==> src/rtl/reloc_pkg.sv <==
// Package: shared selector encoding for the relocation unit.
// Assumes: configuration selector is one bit wide.
package reloc_pkg;
    typedef enum logic {
        SEL_BASE  = 1'b0,
        SEL_LIMIT = 1'b1
    } cfg_sel_e;
endpackage

==> src/rtl/reloc_cfg_regs.sv <==
// Module: holds the base and limit registers and guards their writes by privilege.
// Assumes: PADDR_W >= LADDR_W + 1, so the write data covers the limit width.
module reloc_cfg_regs
    import reloc_pkg::*;
#(
    parameter int LADDR_W = 16,
    parameter int PADDR_W = 20,
    localparam int LIM_W  = LADDR_W + 1
) (
    input  logic               clk,
    input  logic               rst_n,
    input  logic               kernel_mode,
    input  logic               cfg_we,
    input  logic               cfg_sel,
    input  logic [PADDR_W-1:0] cfg_wdata,
    output logic [PADDR_W-1:0] base_q,
    output logic [LIM_W-1:0]   limit_q,
    output logic               priv_viol
);
    logic kern_wr;
    logic user_wr;

    // Split a write strobe into an accepted write and a rejected attempt.
    always_comb begin
        kern_wr = cfg_we & kernel_mode;
        user_wr = cfg_we & ~kernel_mode;
    end

    // Load the selected register on an accepted write.
    always_ff @(posedge clk) begin
        if (!rst_n) begin
            base_q  <= '0;
            limit_q <= '0;
        end else if (kern_wr) begin
            if (cfg_sel_e'(cfg_sel) == SEL_BASE)
                base_q  <= cfg_wdata;
            else
                limit_q <= cfg_wdata[LIM_W-1:0];
        end
    end

    // Pulse the violation flag one cycle after a user-mode write attempt.
    always_ff @(posedge clk) begin
        if (!rst_n) priv_viol <= 1'b0;
        else        priv_viol <= user_wr;
    end

    // a user-mode write leaves both registers untouched.
    assert_user_write_blocked_R3: assert property (@(posedge clk) disable iff (!rst_n)
        (cfg_we && !kernel_mode) |=> ($stable(base_q) && $stable(limit_q)));

    // a kernel write never raises the violation flag.
    assert_kernel_no_viol_R4: assert property (@(posedge clk) disable iff (!rst_n)
        (cfg_we && kernel_mode) |=> !priv_viol);

    // the violation flag only follows a user-mode write attempt.
    assert_viol_cause_R4: assert property (@(posedge clk) disable iff (!rst_n)
        !(cfg_we && !kernel_mode) |=> !priv_viol);
endmodule

==> src/rtl/reloc_bound_check.sv <==
// Module: decides whether a logical address lies strictly below the limit.
// Assumes: limit is one bit wider than the logical address.
module reloc_bound_check #(
    parameter int LADDR_W = 16,
    localparam int LIM_W  = LADDR_W + 1
) (
    input  logic [LADDR_W-1:0] laddr,
    input  logic [LIM_W-1:0]   limit,
    output logic               in_range
);
    // Unsigned compare with the address zero-extended to the limit width.
    always_comb begin
        in_range = ({1'b0, laddr} < limit);
    end
endmodule

==> src/rtl/reloc_adder.sv <==
// Module: adds the relocation base to a logical address, wrapping at the physical width.
// Assumes: PADDR_W >= LADDR_W.
module reloc_adder #(
    parameter int LADDR_W = 16,
    parameter int PADDR_W = 20,
    localparam int PAD_W  = PADDR_W - LADDR_W
) (
    input  logic [PADDR_W-1:0] base,
    input  logic [LADDR_W-1:0] laddr,
    output logic [PADDR_W-1:0] paddr
);
    logic [PADDR_W-1:0] laddr_ext;

    // Zero-extend the logical address when the physical space is wider.
    generate
        if (PAD_W > 0) begin : g_ext
            assign laddr_ext = {{PAD_W{1'b0}}, laddr};
        end else begin : g_same
            assign laddr_ext = laddr;
        end
    endgenerate

    // Modulo-2^PADDR_W sum.
    always_comb begin
        paddr = base + laddr_ext;
    end
endmodule

==> src/rtl/reloc_guard.sv <==
// Module: top of the base-limit relocation unit; one registered cycle from request to result.
// Assumes: requests and configuration writes are synchronous to clk; a write and a
// request in the same cycle see the register values from before that write.
module reloc_guard #(
    parameter int LADDR_W = 16,
    parameter int PADDR_W = 20
) (
    input  logic               clk,
    input  logic               rst_n,
    input  logic               kernel_mode,
    input  logic               cfg_we,
    input  logic               cfg_sel,
    input  logic [PADDR_W-1:0] cfg_wdata,
    input  logic               req_valid,
    input  logic [LADDR_W-1:0] req_laddr,
    output logic               out_valid,
    output logic [PADDR_W-1:0] out_paddr,
    output logic               out_fault,
    output logic               priv_viol
);
    localparam int LIM_W = LADDR_W + 1;

    logic [PADDR_W-1:0] base_q;
    logic [LIM_W-1:0]   limit_q;
    logic               in_range;
    logic [PADDR_W-1:0] sum;

    reloc_cfg_regs #(.LADDR_W(LADDR_W), .PADDR_W(PADDR_W)) u_regs (
        .clk        (clk),
        .rst_n      (rst_n),
        .kernel_mode(kernel_mode),
        .cfg_we     (cfg_we),
        .cfg_sel    (cfg_sel),
        .cfg_wdata  (cfg_wdata),
        .base_q     (base_q),
        .limit_q    (limit_q),
        .priv_viol  (priv_viol)
    );

    reloc_bound_check #(.LADDR_W(LADDR_W)) u_bound (
        .laddr   (req_laddr),
        .limit   (limit_q),
        .in_range(in_range)
    );

    reloc_adder #(.LADDR_W(LADDR_W), .PADDR_W(PADDR_W)) u_add (
        .base (base_q),
        .laddr(req_laddr),
        .paddr(sum)
    );

    // Register the translation result; release an address only for a legal request.
    always_ff @(posedge clk) begin
        if (!rst_n) begin
            out_valid <= 1'b0;
            out_fault <= 1'b0;
            out_paddr <= '0;
        end else begin
            out_valid <= req_valid & in_range;
            out_fault <= req_valid & ~in_range;
            out_paddr <= (req_valid & in_range) ? sum : '0;
        end
    end

    // valid and fault never coincide.
    assert_valid_fault_excl_R7: assert property (@(posedge clk) disable iff (!rst_n)
        !(out_valid && out_fault));

    // no result follows an idle cycle.
    assert_idle_quiet_R7: assert property (@(posedge clk) disable iff (!rst_n)
        !req_valid |=> (!out_valid && !out_fault));

    // an address at or above the limit faults on the next cycle.
    assert_fault_on_bound_R6: assert property (@(posedge clk) disable iff (!rst_n)
        (req_valid && ({1'b0, req_laddr} >= limit_q)) |=> (out_fault && !out_valid));

    // an address below the limit yields a valid result on the next cycle.
    assert_valid_in_range_R5: assert property (@(posedge clk) disable iff (!rst_n)
        (req_valid && ({1'b0, req_laddr} < limit_q)) |=> out_valid);

    // no physical address is exposed unless valid.
    assert_paddr_hidden_R8: assert property (@(posedge clk) disable iff (!rst_n)
        !out_valid |-> (out_paddr == '0));
endmodule

==> config.mk <==
export PLATFORM = sky130hd
export DESIGN_NAME = reloc_guard
export DESIGN_NICKNAME = d
export VERILOG_FILES = /design/src/rtl/reloc_pkg.sv /design/src/rtl/reloc_cfg_regs.sv /design/src/rtl/reloc_bound_check.sv /design/src/rtl/reloc_adder.sv /design/src/rtl/reloc_guard.sv
export SDC_FILE = /design/constraint.sdc
export NUM_CORES = 1
export LEC_CHECK = 0
export BUFFER_PORTS_ARGS = -buffer_cell sky130_fd_sc_hd__buf_2
export CORE_ASPECT_RATIO = 1.75
export CORE_MARGIN = 4
export CORE_UTILIZATION = 40
export DETAILED_ROUTE_END_ITERATION = 8
export PLACE_DENSITY = 0.71
export SYNTH_ARGS = -nofsm -noshare
export SYNTH_HDL_FRONTEND = slang
export SYNTH_SLANG_ARGS = --single-unit
==> constraint.sdc <==
create_clock -name clk -period 7.1 [get_ports clk]
set_input_delay 1.42 -clock clk [delete_from_list [all_inputs] [get_ports clk]]
set_output_delay 1.42 -clock clk [all_outputs]
set_load 0.005 [all_outputs]
==> flow_results.xml <==
<?xml version="1.0" encoding="UTF-8"?>
<metrics>
  <group name="status">
    <metric name="run_status" unit="">finished, final reports clean</metric>
  </group>
  <group name="power_and_ir_drop">
    <metric name="total_switching_power" unit="mW">0.2192</metric>
    <metric name="power.clock.fraction" unit="%">50.5</metric>
    <metric name="power_frac_seq" unit="%">37.6</metric>
    <metric name="share_comb_of_total_power" unit="%">11.9</metric>
    <metric name="intPower" unit="mW">0.7225</metric>
    <metric name="swShare" unit="%">23.27</metric>
    <metric name="total_power_divided_by_cell_area" unit="mW/mm^2">236.6</metric>
    <metric name="vdd_ir_drop_max" unit="mV">0.1391</metric>
    <metric name="static_leakage" unit="nW">1.698</metric>
  </group>
  <group name="synthesis">
    <metric name="synth.distinct_cells" unit="">49</metric>
    <metric name="synth_area" unit="sq mm">0.003281</metric>
    <metric name="post_synth_inst_count" unit="">399</metric>
    <metric name="yosysSeqAreaShare" unit="%">36.61</metric>
    <metric name="asyncSetResetFlopFracSynth" unit="%">0</metric>
    <metric name="post_syn_nets" unit="">473</metric>
    <metric name="netlist_top_cells_count" unit="">nand2_1 (92), dfxtp_1 (60), a21boi_0 (37)</metric>
    <metric name="synth_largest_area_cell" unit="">dfxtp_1</metric>
    <metric name="synth-warning-count" unit="">0</metric>
    <metric name="yosysTopAreaCellShare" unit="%">36.61</metric>
    <metric name="netlist_top_cells_area" unit="">dfxtp_1 (37%), ha_1 (12%), nand2_1 (11%)</metric>
    <metric name="synth_enable_flop_cells" unit="">0</metric>
    <metric name="ys_ff_latch" unit="">60</metric>
    <metric name="post-synth-top-count-cell" unit="">nand2_1</metric>
    <metric name="average_cell_area_after_synthesis" unit="sq um">8.222</metric>
    <metric name="synth_ff_type" unit="">dfxtp_1</metric>
  </group>
  <group name="floorplanning">
    <metric name="die_x" unit="microns">76.46</metric>
    <metric name="fp.coreArea" unit="sq mm">0.007963</metric>
    <metric name="die_footprint" unit="sq mm">0.009772</metric>
    <metric name="die_height" unit="microns">127.8</metric>
    <metric name="fp-row-count" unit="">43</metric>
    <metric name="top_level_ports" unit="">65</metric>
    <metric name="initial_core_util" unit="%">41.20</metric>
  </group>
  <group name="cts">
    <metric name="post_cts.resized_instances" unit="">0</metric>
    <metric name="cts_made_buffers" unit="">9</metric>
    <metric name="worstSkewPairLatency" unit="ps">330</metric>
    <metric name="clkSlewWorstSetupHoldPaths" unit="ps">50</metric>
    <metric name="postCtsSetupRepairBufs" unit="">0</metric>
    <metric name="cts.hold.buffers_added" unit="">0</metric>
    <metric name="htree_levels" unit="">3</metric>
    <metric name="tritoncts_num_sinks" unit="">60</metric>
    <metric name="cts_root_buf" unit="">clkbuf_16</metric>
    <metric name="tritoncts" unit="">yes</metric>
    <metric name="cts_max_path_buffers" unit="">2</metric>
  </group>
  <group name="sta">
    <metric name="max_slew_margin" unit="%">50.24</metric>
    <metric name="finalSetupViolations" unit="">0</metric>
    <metric name="rsz0062_at_grt" unit="">no</metric>
    <metric name="finalSetupTns" unit="ps">0</metric>
    <metric name="final-max-slew-violation-count" unit="">0</metric>
    <metric name="worst_clock_skew" unit="ps">6.824</metric>
    <metric name="finalHoldViolCount" unit="">0</metric>
    <metric name="finalWorstSetupSlack" unit="ps">3670</metric>
    <metric name="worst_pin_slew" unit="ps">744.3</metric>
    <metric name="layout_min_cycle_time" unit="ps">3430</metric>
    <metric name="final.period_utilization" unit="%">48.31</metric>
    <metric name="max_clock_freq" unit="MHz">291.5</metric>
  </group>
  <group name="layout">
    <metric name="layout-area-overhead-vs-synth" unit="%">21.32</metric>
    <metric name="layout-drive-gt1-share" unit="%">19.48</metric>
    <metric name="utilization" unit="%">49.98</metric>
    <metric name="fillCellCount" unit="">784</metric>
    <metric name="final_net_count" unit="">531</metric>
  </group>
  <group name="drt">
    <metric name="wl_met3" unit="microns">365</metric>
    <metric name="via_per_inst" unit="">5.145</metric>
    <metric name="detail_route.iter0.violations" unit="">128</metric>
    <metric name="route.layer.met1.wl" unit="microns">3034</metric>
    <metric name="drtPass1Iterations" unit="">4</metric>
    <metric name="final_routed_wirelength_across_all_metal_layers" unit="microns">7786</metric>
    <metric name="sum_of_met2_wire_segment_lengths_after_detailed_routing" unit="microns">4110</metric>
    <metric name="top_layer" unit="">met4</metric>
    <metric name="postRouteAntennaNets" unit="">0</metric>
    <metric name="via_count" unit="">2845</metric>
    <metric name="drcViolationCount" unit="">0</metric>
    <metric name="wire_per_inst" unit="microns">14.08</metric>
  </group>
  <group name="worst_setup_path">
    <metric name="timing.critical_path.to_type" unit="">flip-flop</metric>
    <metric name="cp_data_required_time" unit="ps">7330</metric>
    <metric name="critical_path.cell_chain" unit="">buf_2, ha_1, a211oi_2, a2bb2oi_1, o21ai_1, a211oi_2, nand3_1, nor4_1</metric>
    <metric name="cp.arrival" unit="ps">3660</metric>
    <metric name="type_of_element_launching_the_critical_path" unit="">input port</metric>
    <metric name="path_max_fanout" unit="">20</metric>
    <metric name="slowest_stage" unit="">nand3_1</metric>
    <metric name="timing_worst_setup_path_type" unit="">input port to flip-flop</metric>
    <metric name="most_used_cell_along_the_critical_path" unit="">a211oi_2</metric>
    <metric name="critical-path-max-stage-delay" unit="ps">590</metric>
  </group>
  <group name="placement">
    <metric name="gp_routability_congestion" unit="">0.8745</metric>
    <metric name="place_hpwl" unit="microns">6280</metric>
    <metric name="dp_worst_setup_slack" unit="ps">3316</metric>
    <metric name="io_buffer_count" unit="">64</metric>
  </group>
  <group name="min_path">
    <metric name="min-delay-path-class" unit="">flip-flop to flip-flop</metric>
  </group>
  <group name="global_routing">
    <metric name="grt_antenna_before_repair" unit="">1</metric>
    <metric name="grt_start_max_net_pins" unit="">42</metric>
    <metric name="first_pass_grt_wire_length" unit="microns">12590</metric>
    <metric name="global_route.usage.total" unit="%">16.45</metric>
    <metric name="via_count_of_the_first_global_routing_pass" unit="">2825</metric>
    <metric name="grt-ovfl-total" unit="">0</metric>
  </group>
  <group name="run">
    <metric name="drv.max_cap_violation_count" unit="">0</metric>
  </group>
</metrics>
## routing by layer
layer	track usage (%)	vias to the layer above
met5	0	-
met1	15.69	1260
met2	31.21	73
met4	9.925	0
li1	-	1493
met3	4.149	19
## kinds of logic after synthesis
family / Yosys count / synth area share [%]
buffers and inverters: 39 / 4.844
AO/OA/AOI/OAI: 97 / 21.78
adder cells (fa/ha/maj): 32 / 12.43
XOR/XNOR: 10 / 2.670
AND/OR/NAND/NOR: 157 / 20.40
flip-flops: 60 / 36.61
multiplexers: 4 / 1.259
## area by class of cell
type	count	area (sq um)	area share [%]
clock buffer	11	252.7	6.350
tap	90	112.6	2.829
timing repair buffer	65	327.8	8.236
clock inverter	5	83.83	2.106
antenna	1	2.502	0.06287
multi-input combinational	300	1921	48.26
sequential	60	1201	30.18
inverter	21	78.83	1.981
## path summary, 6_finish.rpt
path	start	cells after the start	slack [ps]	end
worst min-delay path	u_regs.limit_q[1]	2	460	u_regs.limit_q[1]
worst max-delay path	req_laddr[14]	8	3670	out_paddr[11]
worst max register to register	u_regs.limit_q[14]	8	4520	out_paddr[11]
worst min register to register	u_regs.limit_q[1]	2	460	u_regs.limit_q[1]
## sequential cells by signal, summed over array words and instances, names as in the netlist
register	cells
u_regs.priv_viol	1
out_fault	1
out_paddr	20
u_regs.limit_q	17
out_valid	1
u_regs.base_q	20
## stage by stage
stage                     instance area, sq um  hold WS (ps)  std cells  power (mW)
after floorplan                           3281         443.5        399      0.4349
after global placement                    3641         453.6        536      0.4698
after detailed placement                  3641         459.2        536      0.4735
after CTS                                 3978         466.5        552      0.9505
after global routing                      3980         488.7        553      0.9769
final                                     3980         462.9        553      0.9417
## power by group through the flow
stage	registers, mW	clock network, mW	logic, mW
5_1_grt	0.356	0.495	0.126
2_1_floorplan	0.360	0	0.0746
6_report	0.354	0.475	0.112
3_5_place_dp	0.361	0	0.112
3_3_place_gp	0.361	0	0.109
4_1_cts	0.354	0.484	0.113
## critical path, delay by kind of cell
kind                     cells  cell delay, ps
AO/OA/AOI/OAI                4             810
AND/OR/NAND/NOR              2            1010
buffers and inverters        1             110
adder cells (fa/ha/maj)      1             310
## cell usage in the layout, fill, tap and decap left out, types with 7 or more instances in the layout
master / count
nand2_1: 92
o21ai_1: 7
a211oi_1: 7
a21boi_0: 37
dfxtp_1: 60
clkbuf_16: 9
inv_1: 21
a21o_1: 8
ha_1: 31
nor2_1: 31
buf_2: 64
a21oi_1: 10
Note: power is estimated with default switching activity, not from simulation.
